**config.mk**
```make
export PLATFORM = sky130hd
export DESIGN_NAME = irq_flag_ctrl
export DESIGN_NICKNAME = d
export VERILOG_FILES = /design/src/rtl/irq_pkg.sv /design/src/rtl/irq_edge_sync.sv /design/src/rtl/irq_port_change.sv /design/src/rtl/irq_ctrl_reg.sv /design/src/rtl/irq_flag_ctrl.sv
export SDC_FILE = /design/constraint.sdc
export NUM_CORES = 1
export LEC_CHECK = 0
export BUFFER_PORTS_ARGS = -buffer_cell sky130_fd_sc_hd__buf_2
export CAP_MARGIN = 20
export CORE_MARGIN = 2
export CORE_UTILIZATION = 39
export DETAILED_ROUTE_END_ITERATION = 8
export GPL_TIMING_DRIVEN = 0
export PLACE_DENSITY = 0.83
export SYNTH_ARGS = -nofsm -noshare
export SYNTH_HDL_FRONTEND = slang
export SYNTH_SLANG_ARGS = --single-unit
export TNS_END_PERCENT = 1
```
**constraint.sdc**
```tcl
create_clock -name clk -period 1 [get_ports clk]
set_clock_uncertainty 0.1 [all_clocks]
set_input_delay 0.15 -clock clk [delete_from_list [all_inputs] [get_ports clk]]
set_output_delay 0.15 -clock clk [all_outputs]
set_load 0.05 [all_outputs]
```
**src/rtl/irq_pkg.sv**
```systemverilog
package irq_pkg;
  localparam int REG_W   = 8;
  localparam int SRC_N   = 3;
  localparam int BIT_GIE = 7;
  localparam int EN_LSB  = 3;
  localparam int FLG_LSB = 0;

  typedef enum logic [1:0] {
    PH_Q1 = 2'd0,
    PH_Q2 = 2'd1,
    PH_Q3 = 2'd2,
    PH_Q4 = 2'd3
  } phase_t;
endpackage

```
**src/rtl/irq_edge_sync.sv**
```systemverilog
module irq_edge_sync #(
  parameter int STAGES = 2
) (
  input  logic clk,
  input  logic rst_n,
  input  logic pin,
  input  logic rising,
  output logic edge_hit
);
  logic [STAGES-1:0] sync_q;
  logic              prev_q;

  genvar g;
  generate
    for (g = 0; g < STAGES; g++) begin : g_stage
      if (g == 0) begin : g_first
        always_ff @(posedge clk or negedge rst_n) begin
          if (!rst_n) sync_q[g] <= 1'b0;
          else        sync_q[g] <= pin;
        end
      end else begin : g_next
        always_ff @(posedge clk or negedge rst_n) begin
          if (!rst_n) sync_q[g] <= 1'b0;
          else        sync_q[g] <= sync_q[g-1];
        end
      end
    end
  endgenerate

  always_ff @(posedge clk or negedge rst_n) begin
    if (!rst_n) prev_q <= 1'b0;
    else        prev_q <= sync_q[STAGES-1];
  end

  always_comb begin
    if (rising) edge_hit = sync_q[STAGES-1] & ~prev_q;
    else        edge_hit = ~sync_q[STAGES-1] & prev_q;
  end
endmodule

```
**src/rtl/irq_port_change.sv**
```systemverilog
module irq_port_change #(
  parameter int W = 4
) (
  input  logic         clk,
  input  logic         rst_n,
  input  logic [W-1:0] pins,
  input  logic         rd,
  output logic         changed
);
  logic [W-1:0] latch_q;
  logic [W-1:0] latch_d;

  always_comb begin
    latch_d = latch_q;
    if (rd) latch_d = pins;
  end

  always_ff @(posedge clk or negedge rst_n) begin
    if (!rst_n) latch_q <= '0;
    else        latch_q <= latch_d;
  end

  assign changed = |(pins ^ latch_q);
endmodule

```
**src/rtl/irq_ctrl_reg.sv**
```systemverilog
module irq_ctrl_reg
  import irq_pkg::*;
(
  input  logic             clk,
  input  logic             rst_n,
  input  logic [SRC_N-1:0] set,
  input  logic             we,
  input  logic [REG_W-1:0] wdata,
  input  logic             ret,
  input  logic             take,
  output logic [SRC_N-1:0] flags,
  output logic [SRC_N-1:0] enables,
  output logic             gie
);
  logic [SRC_N-1:0] flags_d, en_d;
  logic             gie_d;

  always_comb begin
    flags_d = flags;
    en_d    = enables;
    gie_d   = gie;
    if (we) begin
      flags_d = wdata[FLG_LSB +: SRC_N];
      en_d    = wdata[EN_LSB +: SRC_N];
      gie_d   = wdata[BIT_GIE];
    end
    flags_d = flags_d | set;
    if (ret)  gie_d = 1'b1;
    if (take) gie_d = 1'b0;
  end

  always_ff @(posedge clk or negedge rst_n) begin
    if (!rst_n) begin
      flags   <= '0;
      enables <= '0;
      gie     <= 1'b0;
    end else begin
      flags   <= flags_d;
      enables <= en_d;
      gie     <= gie_d;
    end
  end
endmodule

```
**src/rtl/irq_flag_ctrl.sv**
```systemverilog
module irq_flag_ctrl
  import irq_pkg::*;
#(
  parameter int SYNC_STAGES = 2,
  parameter int PORT_W      = 4
) (
  input  logic              clk,
  input  logic              rst_n,
  input  logic [1:0]        q_phase,
  input  logic              ext_pin,
  input  logic              edge_rising,
  input  logic              tmr_wrap,
  input  logic [PORT_W-1:0] port_pins,
  input  logic              port_rd,
  input  logic              sleeping,
  input  logic              ret_strobe,
  input  logic              reg_we,
  input  logic [REG_W-1:0]  reg_wdata,
  output logic [REG_W-1:0]  reg_rdata,
  output logic              wake_req,
  output logic              vec_req
);
  logic             ext_hit, port_hit;
  logic [SRC_N-1:0] set_vec, flags, enables;
  logic             gie, pend, q1_en, take;
  logic             wake_d, vec_d;

  irq_edge_sync #(.STAGES(SYNC_STAGES)) u_ext (
    .clk(clk), .rst_n(rst_n), .pin(ext_pin),
    .rising(edge_rising), .edge_hit(ext_hit)
  );

  irq_port_change #(.W(PORT_W)) u_port (
    .clk(clk), .rst_n(rst_n), .pins(port_pins),
    .rd(port_rd), .changed(port_hit)
  );

  assign set_vec = {tmr_wrap, ext_hit, port_hit};

  irq_ctrl_reg u_reg (
    .clk(clk), .rst_n(rst_n), .set(set_vec),
    .we(reg_we), .wdata(reg_wdata), .ret(ret_strobe),
    .take(take), .flags(flags), .enables(enables), .gie(gie)
  );

  assign q1_en = (phase_t'(q_phase) == PH_Q1);
  assign pend  = |(flags & enables);
  assign take  = q1_en & gie & pend;

  always_comb begin
    wake_d = wake_req;
    if (q1_en) wake_d = sleeping & pend;
    vec_d = take;
  end

  always_ff @(posedge clk or negedge rst_n) begin
    if (!rst_n) begin
      wake_req <= 1'b0;
      vec_req  <= 1'b0;
    end else begin
      wake_req <= wake_d;
      vec_req  <= vec_d;
    end
  end

  assign reg_rdata = {gie, 1'b0, enables, flags};
endmodule

```
After elaboration in Yosys (flattened, before gate mapping)
Cells that the tools add are included.

Bitwise operators: 10. Reductions and logical operators: 4. Multiplexer cells: 5.

Operators with widths (count): AND 1 bit (5); two-way mux 1 bit (4); OR reduction 4 bit (1); bitwise XOR 4 bit (1); AND 3 bit (1); two-way mux 3 bit (1); OR 3 bit (1); nonzero test 3 bit (1); OR reduction 3 bit (1); logical NOT 2 bit (1); NOT 1 bit (2).

Flip-flop bits (word level): 16. Word-level logic and storage cells: 28.

Longest topological paths before layout
Word-level depth: 4. Depth in mapped cells: 4. Mapped depth without buffers: 3.

By module
Synthesis repeated with hierarchy kept, for this count alone.

Cells, all modules: 49. Area total of the unflattened synthesis: 684.4 sq um.

By module, submodules not included: irq_ctrl_reg (cells each 20, seq. area each 175.2 sq um, area each 295.3 sq um, times used 1); irq_port_change (cells each 13, seq. area each 100.1 sq um, area each 186.4 sq um, times used 1); irq_flag_ctrl (cells each 10, seq. area each 50.0 sq um, area each 105.1 sq um, times used 1); irq_edge_sync (cells each 6, seq. area each 75.1 sq um, area each 97.6 sq um, times used 1).

Worst setup path after synthesis
No wires, ideal clock.

Path kind: register to register. Start point: reg u_reg.flags[1]. End point: reg wake_req. Clock period less this slack: 1.300 ns. Stages on the path, launching flop included: 4. Arrival: 1.080 ns. Data required time: 0.780 ns. Setup slack: -0.300 ns. Cell sequence: dfrtp_1 > a22oi_1 > nand2_1 > a31o_1.

Cells in the longest elaborated chain, start to end: 3.

RTL lines: from (decl) (RTL line irq_ctrl_reg.sv:11) `output logic [SRC_N-1:0] flags,`; from (signal assigned) (RTL line irq_ctrl_reg.sv:38) `flags <= flags_d;`; AND 3 bit (RTL line irq_flag_ctrl.sv:47) `assign pend = |(flags & enables);`; OR reduction 3 bit (RTL line irq_flag_ctrl.sv:47); AND 1 bit (RTL line irq_flag_ctrl.sv:52) `if (q1_en) wake_d = sleeping & pend;`; to (signal assigned) (RTL line irq_flag_ctrl.sv:61) `wake_req <= wake_d;`; to (decl) (RTL line irq_flag_ctrl.sv:20) `output logic wake_req,`.

No other way between the ends. A chain may end at the register's enable or synchronous reset.

Worst setup path after layout
Start point: reg u_reg.gie. End point: out reg_rdata[7].

RTL lines: from (decl) (RTL line irq_ctrl_reg.sv:13) `output logic gie`; from (signal assigned) (RTL line irq_ctrl_reg.sv:40) `gie <= gie_d;`; to (decl) (RTL line irq_flag_ctrl.sv:19) `output logic [REG_W-1:0] reg_rdata,`.

No word-level cell between the ends.

==> run summary <==
GLOBAL ROUTE
-------------------------------------------------------------------------------------------------
Maximum number of pins on one net before global-route repair                                   17
Overall fraction of global-route tracks in use                                             15.08%
Global-route wire length before repair                                                    2166 um
Number of global-route vias before repair                                                     537
Initial antenna violation count                                                                 0
Overflow after GRT                                                                              0

PWR
-------------------------------------------------------------------------------------------------
Power density over the cells                                                          1505 mW/mm2
Largest vdd supply drop                                                                0.001113 V
Total power of the final layout                                                          1.533 mW
Leakage                                                                                 0.4751 nW

LOGIC SYNTHESIS
-------------------------------------------------------------------------------------------------
Post-synthesis register bit count                                                              16
Cell count after synthesis                                                                     51
Average cell area after synthesis                                                       13.13 um2
Post-synth EDFFs                                                                                0
Commonest register cell after synthesis                                                   dfrtp_1
Number of distinct library cell variants in the gate-level netlist after synthesis             20
Summed instance area of the synthesized netlist                                         669.4 um2
Warning count from the yosys run                                                                0
Register area share after synthesis                                                        59.81%
Ys async rst share                                                                         100.0%
Net count after synthesis                                                                      74

FINISH
-------------------------------------------------------------------------------------------------
Leading cell types in the layout, fill and taps excluded                             buf_2, dfrtp_1, buf_6, mux2_2, dlygate4sd3_1
Fraction of final layout cells with drive strength greater than 1                          57.14%
Area of the multi-input gates                                                           264.0 um2
Area growth syn-to-layout                                                                  52.15%
Non-Filler Cell Area, Final                                                          0.001018 mm2
Register area                                                                           405.4 um2
Net count, final                                                                              115
Total of fill cells in the finished design                                                    119
Most frequent standard cell in the layout excluding fill and tap cells                      buf_2
Antenna cells                                                                                   0

WORST SETUP PATH
-------------------------------------------------------------------------------------------------
CP Buf/Inv Count                                                                                2
Worst endpoint required time                                                              0.75 ns
Worst-path maximum fanout                                                                       2
Register-to-register setup slack                                                         -0.10 ns
List of cells traversed by the critical path                                         buf_6, buf_8
Standard cell with the maximum stage delay on the critical path                           dfrtp_1
Worst EP arrival                                                                          0.93 ns
Capturing element type of the critical path                                           output port
Classification of the worst setup path                                               flip-flop to output port
Reg2Reg Depth                                                                                   3
Dominant delay contributor by cell family on the critical path                         flip-flops
Critical R2R Launch                                                                  u_reg.enables[1]$_DFFE_PN0P_
Worst flop-to-flop path endpoint                                                     wake_req$_DFFE_PN0N_
Worst setup SP type                                                                     flip-flop
Delay of the slowest cell on the worst path                                               0.40 ns

STA
-------------------------------------------------------------------------------------------------
Ratio of final minimum period to clock period                                              117.9%
Final hold vios                                                                                 1
Hold Slack                                                                            -0.01113 ns
FMAX                                                                                    847.9 MHz
Clock period minus worst slack                                                           1.179 ns
Final setup margin                                                                     -0.1794 ns
Number of slew-limit violations in the final report                                             0
Number of setup violations in the final report                                                 13
Setup repair after global routing missed its margin                                           yes
Final TNS setup                                                                         -1.328 ns

FLOORPLANNING
-------------------------------------------------------------------------------------------------
I/O pin count                                                                                  33
Initial core utilization                                                                   42.94%
Die ar.                                                                              0.002064 mm2
Count of standard-cell rows                                                                    14
Core region area                                                                     0.001559 mm2
Die height                                                                               45.43 um
Horizontal extent of the die                                                             45.43 um

CTS
-------------------------------------------------------------------------------------------------
Clock transition at path regs                                                             0.09 ns
Maximum level of the CTS H-tree                                                                 1
Root Buffer                                                                              clkbuf_4
Number of buffers added by the clock tree synthesis step                                        3
Clock tree sinks                                                                               16
Worst-Skew Late Latency                                                                   0.28 ns
Buffers from clock root to sink, at most                                                        2
Clock tree from TritonCTS                                                                     yes

STATUS
-------------------------------------------------------------------------------------------------
Failing checks                                                                       hold timing, setup timing
Outcome                                                                              finished with violations

ROUTE
-------------------------------------------------------------------------------------------------
Via count                                                                                     526
Overall routed net length                                                                 1362 um
Drt initial violations                                                                          2
Post-detailed-route DRC marker count                                                            0
First drt pass iteration count                                                                  2
Number of nets with antenna violations after detailed routing                                   0
Detail-routed via count per cell                                                            4.916
Wire per inst                                                                            12.73 um

MIN PATH
-------------------------------------------------------------------------------------------------
Worst Hold Endpoint                                                                  u_reg.flags[2]$_DFF_PN0_
Worst Hold Class                                                                     input pin to flip-flop
Source of the worst hold timing path                                                 reg_wdata[2]
Cell depth of the worst min-delay path                                                          2

PLACEMENT
-------------------------------------------------------------------------------------------------
Post-Place Cell Area                                                                    843.3 um2
IO buf count                                                                                   29
RD Place Congestion                                                                        0.6514

JOB
-------------------------------------------------------------------------------------------------
Number of violations of the max-capacitance limit                                               0

==> registers in the layout, indices dropped and copies added (netlist names) <==
| signal | flops |
|---|---|
| u_reg.flags | 3 |
| u_reg.gie | 1 |
| u_ext.sync_q | 2 |
| u_ext.prev_q | 1 |
| u_port.latch_q | 4 |
| wake_req | 1 |
| vec_req | 1 |
| u_reg.enables | 3 |
==> stage by stage <==
step,util [%],std cells,worst slack (ns)
after floorplan,-,51,-0.1869
after global placement,54.09,96,-0.1002
after detailed placement,54.09,96,-0.1095
after CTS,64.53,107,-0.1839
after global routing,65.33,107,-0.2059
final,65.33,107,-0.1794
==> kinds of logic after synthesis <==
group                  synth area share, %
AO/OA/AOI/OAI                        6.918
XOR/XNOR                             5.235
buffers and inverters                3.924
flip-flops                           59.81
multiplexers                         14.77
other                               0.5602
AND/OR/NAND/NOR                      8.784
==> power by group <==
part	switching [mW]	internal [mW]	total (mW)
sequential	0.0448	0.706	0.751
combinational	0.231	0.205	0.437
clock	0.191	0.155	0.346
==> worst max path at each step <==
stage | from | to | slack, ns | depth (start not counted)
2_1_floorplan | u_reg.enables[1]$_DFFE_PN0P_ | wake_req$_DFFE_PN0N_ | -0.19 | 3
3_3_place_gp | u_reg.enables[1]$_DFFE_PN0P_ | wake_req$_DFFE_PN0N_ | -0.10 | 3
3_5_place_dp | u_reg.enables[1]$_DFFE_PN0P_ | wake_req$_DFFE_PN0N_ | -0.11 | 3
4_1_cts | u_reg.gie$_DFFE_PN0P_ | reg_rdata[7] | -0.18 | 2
5_1_grt | u_reg.gie$_DFFE_PN0P_ | reg_rdata[7] | -0.21 | 2
6_report | u_reg.gie$_DFFE_PN0P_ | reg_rdata[7] | -0.18 | 2
==> final cells by class <==
class	count	area share (%)
timing repair buffer	36	26.78
clock buffer	4	2.580
tap	16	1.966
sequential	16	39.80
multi-input combinational	32	25.92
buffer	3	2.948
==> metal layers <==
layer	vias to the layer above	global-route usage, %	routed length (um)	share of wire [%]
li1	253	-	-	-
met1	248	14.69	505	37
met2	21	29.86	757	56
met3	4	2.381	70	5.1
met4	0	7.059	27	2.0
met5	-	0	0	0
==> worst reg2reg max path, stage by stage, from the launching register on <==
cell,delay (ns)
dfrtp_2,0.43
a22oi_2,0.20
nand2_2,0.09
a31o_1,0.18
==> cells in the mapped netlist (2+ instances only) <==
| cell type | number | area [um2] |
|---|---|---|
| buf_4 | 2 | 15.01 |
| dfrtp_1 | 16 | 400.4 |
| mux2_2 | 7 | 78.83 |
| mux2i_1 | 2 | 20.02 |
| nand2_1 | 4 | 15.01 |
| nor2_1 | 2 | 7.510 |
| nor2b_1 | 3 | 18.77 |
| xor2_1 | 3 | 26.28 |
==> timing repair <==
| item | in CTS | in global routing |
|---|---|---|
| hold buffers | 6 | 0 |
| endpoints found under the setup margin | 13 | 14 |
| pin swaps | 1 | 1 |
| resized for setup | 21 | 3 |
| setup buffers | 1 | 0 |
| endpoints found under the hold margin | 21 | 0 |
Note: power is estimated with default switching activity, not from simulation.
